[config.mk]
export PLATFORM = sky130hd
export DESIGN_NAME = byte_serdes_framer
export DESIGN_NICKNAME = d
export VERILOG_FILES = /design/src/rtl/serdes_pkg.sv /design/src/rtl/byte_strobe_gen.sv /design/src/rtl/tx_shifter.sv /design/src/rtl/rx_framer.sv /design/src/rtl/byte_serdes_framer.sv
export SDC_FILE = /design/constraint.sdc
export NUM_CORES = 1
export LEC_CHECK = 0
export BUFFER_PORTS_ARGS = -buffer_cell sky130_fd_sc_hd__buf_2
export CAP_MARGIN = 20
export CORE_AREA = 5 5 80 82
export CTS_CLUSTER_SIZE = 16
export DETAILED_ROUTE_END_ITERATION = 8
export DIE_AREA = 0 0 85 87
export GPL_ROUTABILITY_DRIVEN = 0
export HOLD_SLACK_MARGIN = 0.06
export PLACE_DENSITY = 0.75
export SLEW_MARGIN = 0
export SYNTH_ARGS = -nofsm -noshare
export SYNTH_HDL_FRONTEND = slang
export SYNTH_HIERARCHICAL = 1
export SYNTH_SLANG_ARGS = --single-unit
[constraint.sdc]
create_clock -name clk_i -period 4.2 [get_ports clk_i]
set_clock_uncertainty 0.2 [all_clocks]
set_input_delay 0.63 -clock clk_i [delete_from_list [all_inputs] [get_ports clk_i]]
set_output_delay 0.63 -clock clk_i [all_outputs]
set_load 0.01 [all_outputs]
[src/rtl/serdes_pkg.sv]
package serdes_pkg;
  localparam int unsigned BYTE_W  = 8;
  localparam int unsigned FRM_LEN = 6;  // bytes in the framing sequence
  localparam logic [BYTE_W-1:0] SYNC_HI = 8'hF6;
  localparam logic [BYTE_W-1:0] SYNC_LO = 8'h28;
endpackage

[src/rtl/byte_strobe_gen.sv]
module byte_strobe_gen #(
  parameter int unsigned DIV = 8
) (
  input  logic clk_i,
  input  logic rst_ni,
  output logic strobe_o
);
  localparam int unsigned CW = $clog2(DIV);
  localparam logic [CW-1:0] LAST = CW'(DIV - 1);

  logic [CW-1:0] cnt_q;

  always_ff @(posedge clk_i or negedge rst_ni) begin
    if (!rst_ni) cnt_q <= '0;
    else if (cnt_q == LAST) cnt_q <= '0;
    else cnt_q <= cnt_q + 1'b1;
  end

  assign strobe_o = (cnt_q == LAST);
endmodule

[src/rtl/tx_shifter.sv]
module tx_shifter #(
  parameter int unsigned W = 8
) (
  input  logic         clk_i,
  input  logic         rst_ni,
  input  logic         load_i,
  input  logic [W-1:0] data_i,
  output logic         bit_o
);
  logic [W-1:0] sreg_q;

  always_ff @(posedge clk_i or negedge rst_ni) begin
    if (!rst_ni) sreg_q <= '0;
    else if (load_i) sreg_q <= data_i;
    else sreg_q <= {sreg_q[W-2:0], 1'b0};
  end

  assign bit_o = sreg_q[W-1];
endmodule

[src/rtl/rx_framer.sv]
module rx_framer #(
  parameter int unsigned W      = 8,
  parameter int unsigned NBYTES = 6,
  parameter logic [W-1:0] HI    = 8'hF6,
  parameter logic [W-1:0] LO    = 8'h28
) (
  input  logic         clk_i,
  input  logic         rst_ni,
  input  logic         bit_i,
  input  logic         hunt_i,
  output logic [W-1:0] byte_o,
  output logic         vld_o,
  output logic         frame_o,
  output logic         last_bit_o
);
  localparam int unsigned PW = W * NBYTES;
  localparam int unsigned BW = $clog2(W);
  localparam int unsigned FW = $clog2(NBYTES);
  localparam logic [BW-1:0] B_LAST = BW'(W - 1);
  localparam logic [FW-1:0] F_LAST = FW'(NBYTES - 1);

  logic [PW-1:0] win_q, pat;
  logic [BW-1:0] bcnt_q;
  logic [FW-1:0] fcnt_q;
  logic          match, realign, hit, emit;

  // low-order bytes arrive last: they hold the LO half
  for (genvar g = 0; g < NBYTES; g++) begin : g_pat
    assign pat[(g+1)*W-1 -: W] = (g < NBYTES/2) ? LO : HI;
  end

  assign match   = (win_q == pat);
  assign realign = match && hunt_i;
  assign hit     = match && (hunt_i || bcnt_q == B_LAST);
  assign emit    = realign || (bcnt_q == B_LAST);

  always_ff @(posedge clk_i or negedge rst_ni) begin
    if (!rst_ni) begin
      win_q   <= '0;
      bcnt_q  <= '0;
      fcnt_q  <= '0;
      byte_o  <= '0;
      vld_o   <= 1'b0;
      frame_o <= 1'b0;
    end else begin
      win_q   <= {win_q[PW-2:0], bit_i};
      bcnt_q  <= emit ? '0 : bcnt_q + 1'b1;
      vld_o   <= emit;
      frame_o <= 1'b0;
      if (emit) begin
        byte_o <= win_q[PW-1 -: W];
        if (hit) fcnt_q <= FW'(1);
        else if (fcnt_q == F_LAST) begin
          fcnt_q  <= '0;
          frame_o <= 1'b1;
        end else if (fcnt_q != '0) fcnt_q <= fcnt_q + 1'b1;
      end
    end
  end

  assign last_bit_o = win_q[0];
endmodule

[src/rtl/byte_serdes_framer.sv]
module byte_serdes_framer
  import serdes_pkg::*;
#(
  parameter int unsigned W = BYTE_W
) (
  input  logic         clk_i,
  input  logic         rst_ni,
  input  logic [W-1:0] tx_byte_i,
  output logic         tx_bclk_o,
  output logic         tx_ser_o,
  input  logic         rx_ser_i,
  input  logic         hunt_i,
  input  logic         serial_loop_i,
  input  logic         parallel_loop_i,
  output logic [W-1:0] rx_byte_o,
  output logic         rx_bclk_o,
  output logic         frame_o
);
  logic         ser_bit, rx_last;
  logic         fac_q, eqp_q;
  logic [W-1:0] fr_byte, eq_byte_q;
  logic         fr_vld, fr_frame, eq_vld_q;

  byte_strobe_gen #(.DIV(W)) i_strobe (
    .clk_i, .rst_ni, .strobe_o(tx_bclk_o)
  );

  tx_shifter #(.W(W)) i_tx (
    .clk_i, .rst_ni, .load_i(tx_bclk_o), .data_i(tx_byte_i), .bit_o(ser_bit)
  );

  rx_framer #(.W(W), .NBYTES(FRM_LEN), .HI(SYNC_HI), .LO(SYNC_LO)) i_rx (
    .clk_i, .rst_ni, .bit_i(rx_ser_i), .hunt_i,
    .byte_o(fr_byte), .vld_o(fr_vld), .frame_o(fr_frame), .last_bit_o(rx_last)
  );

  // loop selects change only on byte boundaries; byte-side loop path
  always_ff @(posedge clk_i or negedge rst_ni) begin
    if (!rst_ni) begin
      fac_q     <= 1'b0;
      eqp_q     <= 1'b0;
      eq_byte_q <= '0;
      eq_vld_q  <= 1'b0;
    end else begin
      eq_vld_q <= tx_bclk_o;
      if (tx_bclk_o) begin
        fac_q     <= serial_loop_i;
        eqp_q     <= parallel_loop_i;
        eq_byte_q <= tx_byte_i;
      end
    end
  end

  assign tx_ser_o  = fac_q ? rx_last : ser_bit;
  assign rx_byte_o = eqp_q ? eq_byte_q : fr_byte;
  assign rx_bclk_o = eqp_q ? eq_vld_q : fr_vld;
  assign frame_o   = eqp_q ? 1'b0 : fr_frame;
endmodule

**Word-level counts from Yosys, hierarchy flattened**

Index checks and enable logic that the tools add are counted.
Widths: inputs -> output; s select.

- Eq/ne operators: 4
- Mux-type cells: 13
- $add $sub $neg: 3
- Reduce and logical (&&, ||, !) cells: 7

Operator list:

| kind | count |
|---|---|
| $eq 48x48->1 const B | 1 |
| $mux 8 | 2 |
| $mux 3 | 5 |
| $add 3x1->3 const B | 3 |
| $eq 3x3->1 const B | 3 |
| $mux 1 | 6 |
| $reduce_bool 3->1 | 2 |
| $logic_and 1x1->1 | 2 |
| $logic_or 1x1->1 | 2 |
| $reduce_and 2->1 | 1 |

- Word-level logic and storage cells: 39
- Input port bits: 14
- Register bits after elaboration: 86
- Output and inout port bits: 12

**Longest topological paths before layout**

Gate-level depths: netlist (run 1).

- Depth after elaboration: 5
- Mapped depth: 7
- Mapped depth without buffers: 6

**Modules after synthesis**

The synthesis (run 1) kept the hierarchy.

Modules (own cells, without submodules):

| module | seq. area each (sq um) | area an instance (sq um) | cells an instance | instances |
|---|---|---|---|---|
| rx_framer | 1601.5 | 2054.5 | 125 | 1 |
| byte_serdes_framer | 275.3 | 599.3 | 34 | 1 |
| tx_shifter | 200.2 | 324.1 | 17 | 1 |
| byte_strobe_gen | 75.1 | 103.8 | 6 | 1 |

**Worst setup path before layout (run 1)**

Ideal clock, no wire load.

- Path type: flip-flop to flip-flop
- From: register i_rx.win_q[22]
- To: register i_rx.frame_o
- Setup time: 0.123 ns
- Path slack: 2.299 ns
- Required time: 3.877 ns
- Cell stages (with the launch flop): 5
- Path buffers: 0
- Period minus slack after synthesis: 1.901 ns
- Arrival: 1.578 ns
- Path through: dfrtp_1 > or4b_4 > nor4_4 > nand4_2 > nor4bb_1

- Word-level cells in the longest chain between the ends: 4
- Elaborated cells on any way between the ends: 6
- Classes of those cells: 1 x eq/ne; 2 x mux; 3 x reduce/logical

Ends and longest elaborated chain:

| item | RTL line | text |
|---|---|---|
| start, declared | rx_framer.sv:22 | `logic [PW-1:0] win_q, pat;` |
| start signal, assigned | rx_framer.sv:46 | `win_q <= {win_q[PW-2:0], bit_i};` |
| $eq 48x48->1 (*) | rx_framer.sv:32 | `assign match = (win_q == pat);` |
| $logic_and 1x1->1, on equally long branches | rx_framer.sv:34, rx_framer.sv:33 |  |
| $mux 1 / $logic_or 1x1->1 (equally long branches) | rx_framer.sv:52, rx_framer.sv:35 |  |
| $mux 1 (*) | rx_framer.sv:50 | `if (emit) begin` |
| end signal, assigned | rx_framer.sv:44 | `frame_o <= 1'b0;` |
| end signal, assigned | rx_framer.sv:49 | `frame_o <= 1'b0;` |
| end signal, assigned | rx_framer.sv:55 | `frame_o <= 1'b1;` |
| end, declared | rx_framer.sv:13 | `output logic frame_o,` |

Every way passes the cells marked *; elsewhere a longest branch is shown, timed or not.
A chain may end at the register's enable or synchronous reset.

**Worst setup path in the final report (run 1)**

- From: register eqp_q
- To: output rx_byte_o[5]

- Word-level cells in the longest chain between the ends: 1

Ends and longest elaborated chain:

| item | RTL line | text |
|---|---|---|
| start, declared | byte_serdes_framer.sv:20 | `logic fac_q, eqp_q;` |
| start signal, assigned | byte_serdes_framer.sv:48 | `eqp_q <= parallel_loop_i;` |
| $mux 8 | byte_serdes_framer.sv:55 | `assign rx_byte_o = eqp_q ? eq_byte_q : fr_byte;` |
| end, declared | byte_serdes_framer.sv:15 | `output logic [W-1:0] rx_byte_o,` |

No other way between the ends.

==> out/results.ini, run 1 <==
[floorplan]
top_level_ports=26
die_h_um=87
core_sq_um=5680
rows=28
die_w_um=85
die-area_sq_um=7400
initial_core_util=0.543

[routing]
first_pass_iters=4
ant_nets=0
via_per_inst=5.25
drt-initial-drc-count=71
wl_mm=5.09
wl_per_cell_um=17.3
drc=0
vias=1544

[layout]
syn2layout_area_growth_pct=13.0
layout-drive-gt1-share=0.324
antenna_cells=0
utilization=0.613
final_nets=233

[clock_tree]
numCtsBuffers=9
h-tree-depth=3
clkLatencyLatePin_ps=340
cts_hold_buffers=0
post_cts_buffers=0
clock-sinks=86
clk_pin_slew_worst_paths_ps=80
cts_tree=built
root_buffer=clkbuf_8
cts_resized=0
cts.path.max_buffers=2

[timing]
slew_violations=0
maxSlewHeadroom=0.413
worst_slew_pin_slew_ps=874
tns_ps=0
period_needed_ps=2410
setup-violations-final=0
fmax_mhz=415
hold_viol=0
hold_slack_ps=174
rsz0062_at_grt=no
fin_crit_sh=0.574

[setup_path]
r2r-end=i_rx/frame_o
cp_max_fo=11
worst_ep_arrival_time_ps=1580
path_cells=mux2_2 > buf_2
end_kind=primary output
slowest_stage=dfrtp_1
critPathMaxStageDelay_ps=710
cp.required_ps=3370
r2r-start=i_rx/bcnt_q[0]
r2r_slack_ps=2000
r2r_cells=5
crit_path_start_kind=register
crit_type=register to primary output

[worst_hold_path]
min_from=i_rx/win_q[15]
min_path_type=register to register
hold_end=i_rx/win_q[16]
hold_depth=0

[synthesis]
ys.flop_type=dfrtp_1
yosysTopAreaCellShare=0.698
yosys_register_bits=86
synth_area_leaders=dfrtp_1 (70%), mux2_4 (12%), mux2i_1 (2.9%)
yosysTopAreaCell=dfrtp_1
synthDistinctLibCells=34
yosys_warnings=6
syn-cell-area_sq_um=3080
synth-edff-count=0
synth_nets=200
synth.most_common_cell=dfrtp_1
syn_inst=182
yosys-top-cells-count=dfrtp_1 (86), mux2_4 (25), nand2_1 (10), mux2i_1 (9)
async_flop_share=1.00
synth.avg_cell_area_sq_um=16.9
yosysSeqAreaShare=0.698

[grt]
grt_max_degree=87
antenna_found_initial=0
grt_first_pass_wirelength_mm=8.65
grt_pass1_vias=1637
grt_overflow_total=0
grtUsageTotal=0.159

[power_and_ir_drop]
pwr_density_cell_nw_per_um2=428
p_leak_nw=1.62
vdd_drop_max_uv=313

[status]
status=finished, final reports clean

[placed_design]
dpl.hpwl_mm=3.49
io_buffers=25

[run]
drv_cap=0

==> power breakdown <==
group | total, mW | internal [mW] | switching (mW)
Combinational | 0.0715 | 0.0380 | 0.0335
Clock | 0.531 | 0.273 | 0.257
Sequential | 0.888 | 0.863 | 0.0249
==> worst max-delay path by stage <==
stage	start	end	depth (start not counted)
final	eqp_q	rx_byte_o[5]	2
after global routing	eqp_q	rx_byte_o[5]	2
after CTS	eqp_q	rx_byte_o[5]	2
after detailed placement	i_rx/bcnt_q[0]	i_rx/frame_o	5
after global placement	i_rx/bcnt_q[0]	i_rx/frame_o	5
after floorplan	i_rx/win_q[22]	i_rx/frame_o	4
==> cell type report <==
class                           count  area (sq um)
Sequential cell                    86          2150
Multi-Input combinational cell     87           870
Clock buffer                       12           135
Tap cell                           75          93.8
Inverter                            3          11.3
Timing Repair Buffer               28           173
Fill cell                         435          2190
Clock inverter                      3          46.3
==> layout by cell type (no fill, tap or decap), types with 3 or more instances in the layout <==
master,synthesis,routed
clkbuf_1,1,3
nor2_1,4,4
a31oi_1,3,3
or4b_1,3,3
mux2i_1,9,9
nand4b_1,3,3
dfrtp_1,86,86
inv_1,3,3
ha_1,4,4
buf_2,0,24
nor3_1,3,3
clkbuf_8,0,9
nand2_1,10,10
a311oi_1,3,3
mux2_4,25,25
==> metrics by stage <==
stage	worst slack, ps	instance area, sq um	power, mW	std cells
finish	1790	3480	1.49	294
global route	1690	3480	1.56	294
CTS	1760	3440	1.51	292
detailed placement	2000	3260	0.973	277
global placement	2070	3260	0.969	277
floorplan	2300	3080	0.930	182
==> critical path: cells and delay by family (launching register included) <==
| kind | cells | cell delay [ps] |
|---|---|---|
| flip-flops | 1 | 710 |
| buffers and inverters | 1 | 140 |
| multiplexers | 1 | 400 |
==> kinds of logic (layout without fill, tap and decap cells) <==
family | count (synthesis) | in the layout | synth area share
flops | 86 | 86 | 0.698
compound gates | 10 | 10 | 0.0248
fa+ha+maj | 4 | 4 | 0.0162
simple gates | 37 | 37 | 0.0828
buf+inv | 9 | 46 | 0.0195
mux | 36 | 36 | 0.158
==> flip-flops by register name (all words and copies together), names as in the netlist <==
register / flops
i_rx/frame_o: 1
i_rx/byte_o: 8
eqp_q: 1
i_rx/bcnt_q: 3
i_rx/fcnt_q: 3
i_rx/vld_o: 1
i_rx/win_q: 48
i_tx/sreg_q: 8
eq_byte_q: 8
fac_q: 1
eq_vld_q: 1
i_strobe/cnt_q: 3
==> routing by layer <==
metal	wire length, um	global-route usage
met3	231	0.0577
met2	2350	0.232
met4	60	0.0561
met5	0	0
met1	2450	0.221
Note: power is estimated with default switching activity, not from simulation.
==> inputs of run 2 (changes only) <==
--- a/config.mk
+++ b/config.mk
@@ -7,13 +7,13 @@
 export LEC_CHECK = 0
 export BUFFER_PORTS_ARGS = -buffer_cell sky130_fd_sc_hd__buf_2
 export CAP_MARGIN = 20
-export CORE_AREA = 5 5 80 82
+export CORE_AREA = 5 5 83 85
 export CTS_CLUSTER_SIZE = 16
 export DETAILED_ROUTE_END_ITERATION = 8
-export DIE_AREA = 0 0 85 87
+export DIE_AREA = 0 0 88 90
 export GPL_ROUTABILITY_DRIVEN = 0
 export HOLD_SLACK_MARGIN = 0.06
-export PLACE_DENSITY = 0.75
+export PLACE_DENSITY = 0.73
 export SLEW_MARGIN = 0
 export SYNTH_ARGS = -nofsm -noshare
 export SYNTH_HDL_FRONTEND = slang
==> constraint.sdc (replaced) <==
create_clock -name clk_i -period 2 [get_ports clk_i]
set_clock_uncertainty 0.2 [all_clocks]
set_input_delay 0.3 -clock clk_i [delete_from_list [all_inputs] [get_ports clk_i]]
set_output_delay 0.3 -clock clk_i [all_outputs]
set_load 0.01 [all_outputs]
==> out/results.ini, run 2 (synthesized netlist as in run 1, its figures left out) <==
[status]
status=finished, final reports clean

[clock_tree]
clkLatencyLatePin_ps=340
cts_tree=built
numCtsBuffers=9
root_buffer=clkbuf_8
h-tree-depth=3
cts.path.max_buffers=2
clk_pin_slew_worst_paths_ps=70
clock-sinks=86

[layout]
layout_common_cells=dfrtp_1 (85), mux2_4 (25), buf_2 (24)
num-fill-cells=473
regMostFlops=i_rx/win_q
layout-drive-gt1-share=0.346
largest_register_ffs=48
antenna_cells=0
syn2layout_area_growth_pct=19.0
final_common_cell=dfrtp_1
final_nets=250
utilization=0.598
stdcell_count=314
final_area_sq_um=3670

[power_and_ir_drop]
p_leak_nw=1.70
vdd_drop_max_uv=456
pwr_density_cell_nw_per_um2=853
finalPower_mw=3.13

[timing]
fin_crit_sh=0.979
setup-violations-final=0
slew_violations=0
fmax_mhz=511
hold_viol=0
worst_slew_pin_slew_ps=517
period_needed_ps=1960
tns_ps=0
hold_slack_ps=169
rsz0062_at_grt=yes
maxSlewHeadroom=0.651
setup_ws_ps=42.4

[routing]
wl_per_cell_um=16.3
wl_mm=5.12
vias=1609
ant_nets=0
via_per_inst=5.12
drt-initial-drc-count=77
drc=0
first_pass_iters=4

[setup_path]
crit_type=register to register
end_kind=register
r2r-start=i_rx/win_q[22]
crit_path_start_kind=register
r2r_slack_ps=40
cp.required_ps=2080
cp_max_fo=4
worst_ep_arrival_time_ps=2040
critPathLaunch=i_rx/win_q[22]

[placed_design]
dp.cells=285
io_buffers=25
dpl.hpwl_mm=3.43
place_ws_ps=10.4
placed_area_sq_um=3330

[floorplan]
initial_core_util=0.503
die_w_um=88
die-area_sq_um=7920
rows=29
top_level_ports=26
core_sq_um=6130
die_h_um=90

[grt]
grt_pass1_vias=1717
grt_max_degree=41
grtUsageTotal=0.147
antenna_found_initial=0
grt_first_pass_wirelength_mm=8.64
grt_overflow_total=0

[run]
drv_cap=0

[worst_hold_path]
min_from=i_rx/win_q[27]
min_path_type=register to register

run 2: report_power, final:
| group | internal [mW] | total (mW) | leakage, nW | switching [mW] |
|---|---|---|---|---|
| Clock | 0.557 | 1.10 | 0.0910 | 0.543 |
| Sequential | 1.81 | 1.86 | 1.02 | 0.0485 |
| Combinational | 0.0944 | 0.167 | 0.582 | 0.0726 |
| Total | 2.46 | 3.13 | 1.70 | 0.664 |
run 2: routing by layer:
| layer | up-vias | wire length (um) | global-route usage |
|---|---|---|---|
| met3 | 10 | 140 | 0.0311 |
| met4 | 0 | 126 | 0.0882 |
| met1 | 824 | 2370 | 0.204 |
| met2 | 26 | 2480 | 0.210 |
| met5 | - | 0 | 0 |
| li1 | 749 | - | - |
run 2: final cells by class:
class                           instances  area (sq um)  share of cell area
Timing Repair Buffer                   45           337              0.0917
Tap cell                               77          96.3              0.0263
Sequential cell                        86          2150               0.587
Multi-Input combinational cell         87           891               0.243
Inverter                                3          11.3             0.00307
Clock buffer                           16           180              0.0491
run 2: timing repair:
action / in CTS / in global routing
resized for setup: 3 / 5
endpoints found under the hold margin: 57 / 0
setup buffers: 0 / 1
hold buffers: 12 / 0
endpoints found under the setup margin: 14 / 12
run 2: path summary, 6_finish.rpt:
path | cells after the start | to
hold reg to reg | 0 | i_rx/win_q[28]
setup / recovery | 5 | i_rx/byte_o[1]
hold / removal | 0 | i_rx/win_q[28]
min in group asynchronous | 2 | eq_byte_q[2]
setup reg to reg | 5 | i_rx/byte_o[1]
max in group asynchronous | 3 | eqp_q
run 2: critical path, cell delays in order (launching register included):
cell and delay [ps]:
dfrtp_1 380, or4b_4 550, nor4_4 300, nand4_2 210
buf_4 210, nand2_1 50
==> inputs of run 3 (changes only) <==
--- a/config.mk
+++ b/config.mk
@@ -7,13 +7,13 @@
 export LEC_CHECK = 0
 export BUFFER_PORTS_ARGS = -buffer_cell sky130_fd_sc_hd__buf_2
 export CAP_MARGIN = 20
-export CORE_AREA = 5 5 83 85
+export CORE_AREA = 5 5 80 82
 export CTS_CLUSTER_SIZE = 16
 export DETAILED_ROUTE_END_ITERATION = 8
-export DIE_AREA = 0 0 88 90
+export DIE_AREA = 0 0 85 87
 export GPL_ROUTABILITY_DRIVEN = 0
 export HOLD_SLACK_MARGIN = 0.06
-export PLACE_DENSITY = 0.73
+export PLACE_DENSITY = 0.75
 export SLEW_MARGIN = 0
 export SYNTH_ARGS = -nofsm -noshare
 export SYNTH_HDL_FRONTEND = slang
==> constraint.sdc (replaced) <==
create_clock -name clk_i -period 2.35 [get_ports clk_i]
set_clock_uncertainty 0.2 [all_clocks]
set_input_delay 0.3525 -clock clk_i [delete_from_list [all_inputs] [get_ports clk_i]]
set_output_delay 0.3525 -clock clk_i [all_outputs]
set_load 0.005 [all_outputs]
==> out/results.ini, run 3 (synthesized netlist as in run 1, its figures left out) <==
[setup_path]
end_kind=primary output
worst_ep_arrival_time_ps=1540
crit_path_start_kind=register
crit_type=register to primary output
cp.required_ps=1800
r2r_slack_ps=300
critPathMaxStageDelay_ps=690
path_cells=mux2_2 > buf_2
r2r-end=i_rx/bcnt_q[0]
slowest_stage=dfrtp_1
r2r_cells=4
cp_max_fo=11
r2r-start=i_rx/win_q[22]

[timing]
setup_ws_ps=260
slew_violations=0
rsz0062_at_grt=no
fmax_mhz=478
hold_viol=0
setup-violations-final=0
maxSlewHeadroom=0.639
period_needed_ps=2090
tns_ps=0
fin_crit_sh=0.889
worst_slew_pin_slew_ps=542

[layout]
largest_register_ffs=48
final_nets=247
regMostFlops=i_rx/win_q
layout_common_cells=dfrtp_1 (86), mux2_4 (25), buf_2 (24)
num-fill-cells=445
layout-drive-gt1-share=0.333
utilization=0.640
syn2layout_area_growth_pct=17.8
final_common_cell=dfrtp_1
antenna_cells=0
regArea_sq_um=2150
multiInputGateArea_sq_um=870

[grt]
grt_pass1_vias=1724
grt_max_degree=54
grtUsageTotal=0.157
grt_first_pass_wirelength_mm=8.69
antenna_found_initial=0
grt_overflow_total=0

[floorplan]
top_level_ports=26
core_sq_um=5680
die_w_um=85
die_h_um=87
rows=28
die-area_sq_um=7400
initial_core_util=0.543

[power_and_ir_drop]
p_leak_nw=1.69
pwr_density_cell_nw_per_um2=760
switching_power_uw=611
p_sw_frac=0.221
p_seq_frac=0.574
internal_power_mw=2.15
p_clk_frac=0.377
vdd_drop_max_uv=483
combPwrFrac=0.049

[clock_tree]
numCtsBuffers=9
cts_hold_buffers=12
h-tree-depth=3
clk_pin_slew_worst_paths_ps=80
post_cts_buffers=0
cts_resized=0
clkLatencyLatePin_ps=340
root_buffer=clkbuf_8
cts_tree=built
clock-sinks=86
cts.path.max_buffers=2

[worst_hold_path]
hold_depth=0
hold_end=i_rx/win_q[14]
min_from=i_rx/win_q[13]
min_path_type=register to register

[routing]
drc=0
wl_mm=4.99
vias=1599
ant_nets=0
wl_per_cell_um=16.1
first_pass_iters=4
drt-initial-drc-count=91
via_per_inst=5.17

[placed_design]
io_buffers=25
dpl.hpwl_mm=3.30
place_ws_ps=314

[status]
status=finished, final reports clean

[run]
drv_cap=0

[run 3: cell count changes in the layout (fill, tap and decap cells not counted), moves of 2 or more]
cell,previous run,this run
ha_1,2,4
clkbuf_1,4,0
inv_6,0,2
clkbuf_8,12,10
[run 3: worst max path at each step]
stage	start	endpoint	slack, ps	cells past startpoint
3_5_place_dp	i_rx/win_q[22]	i_rx/bcnt_q[0]	310	4
4_1_cts	eqp_q	rx_byte_o[5]	220	2
5_1_grt	eqp_q	rx_byte_o[5]	170	2
6_report	eqp_q	rx_byte_o[5]	260	2
3_3_place_gp	i_rx/win_q[22]	i_rx/bcnt_q[1]	390	4
2_1_floorplan	i_rx/win_q[22]	i_rx/frame_o	450	4
[run 3: area by class of cell]
type,instances,share of cell area
flip-flops and latches,86,0.593
clock buffers,10,0.0379
well taps,75,0.0258
clock inverters,6,0.0190
inverters,3,0.00310
repair buffers,42,0.0820
multi-input cells,87,0.239
[run 3: metrics by stage]
| step | hold slack (ps) | instances | area (sq um) | power, mW |
|---|---|---|---|---|
| final | 167 | 309 | 3630 | 2.76 |
| after floorplan | -143 | 182 | 3080 | 1.66 |
| after global routing | 184 | 309 | 3630 | 2.89 |
| after global placement | 124 | 281 | 3300 | 1.73 |
| after CTS | 172 | 309 | 3630 | 2.80 |
| after detailed placement | 128 | 281 | 3300 | 1.73 |
[run 3: worst max-delay path: cells and delay by family (launching register included)]
| family | cells | cell delay, ps |
|---|---|---|
| DFF | 1 | 690 |
| buffers and inverters | 1 | 120 |
| muxes | 1 | 390 |
[run 3: per-layer routing]
metal,track usage,wire length (um),up-vias
met5,0,0,-
met4,0.0604,57,0
met3,0.0587,188,5
met2,0.223,2190,25
met1,0.222,2560,826
li1,-,-,743
[run 3: power by group through the flow]
stage | Sequential, mW | Combinational, mW | Clock, mW
global route | 1.59 | 0.151 | 1.15
CTS | 1.58 | 0.137 | 1.07
detailed placement | 1.61 | 0.121 | 0
global placement | 1.61 | 0.119 | 0
finish | 1.58 | 0.134 | 1.04
floorplan | 1.59 | 0.0624 | 0
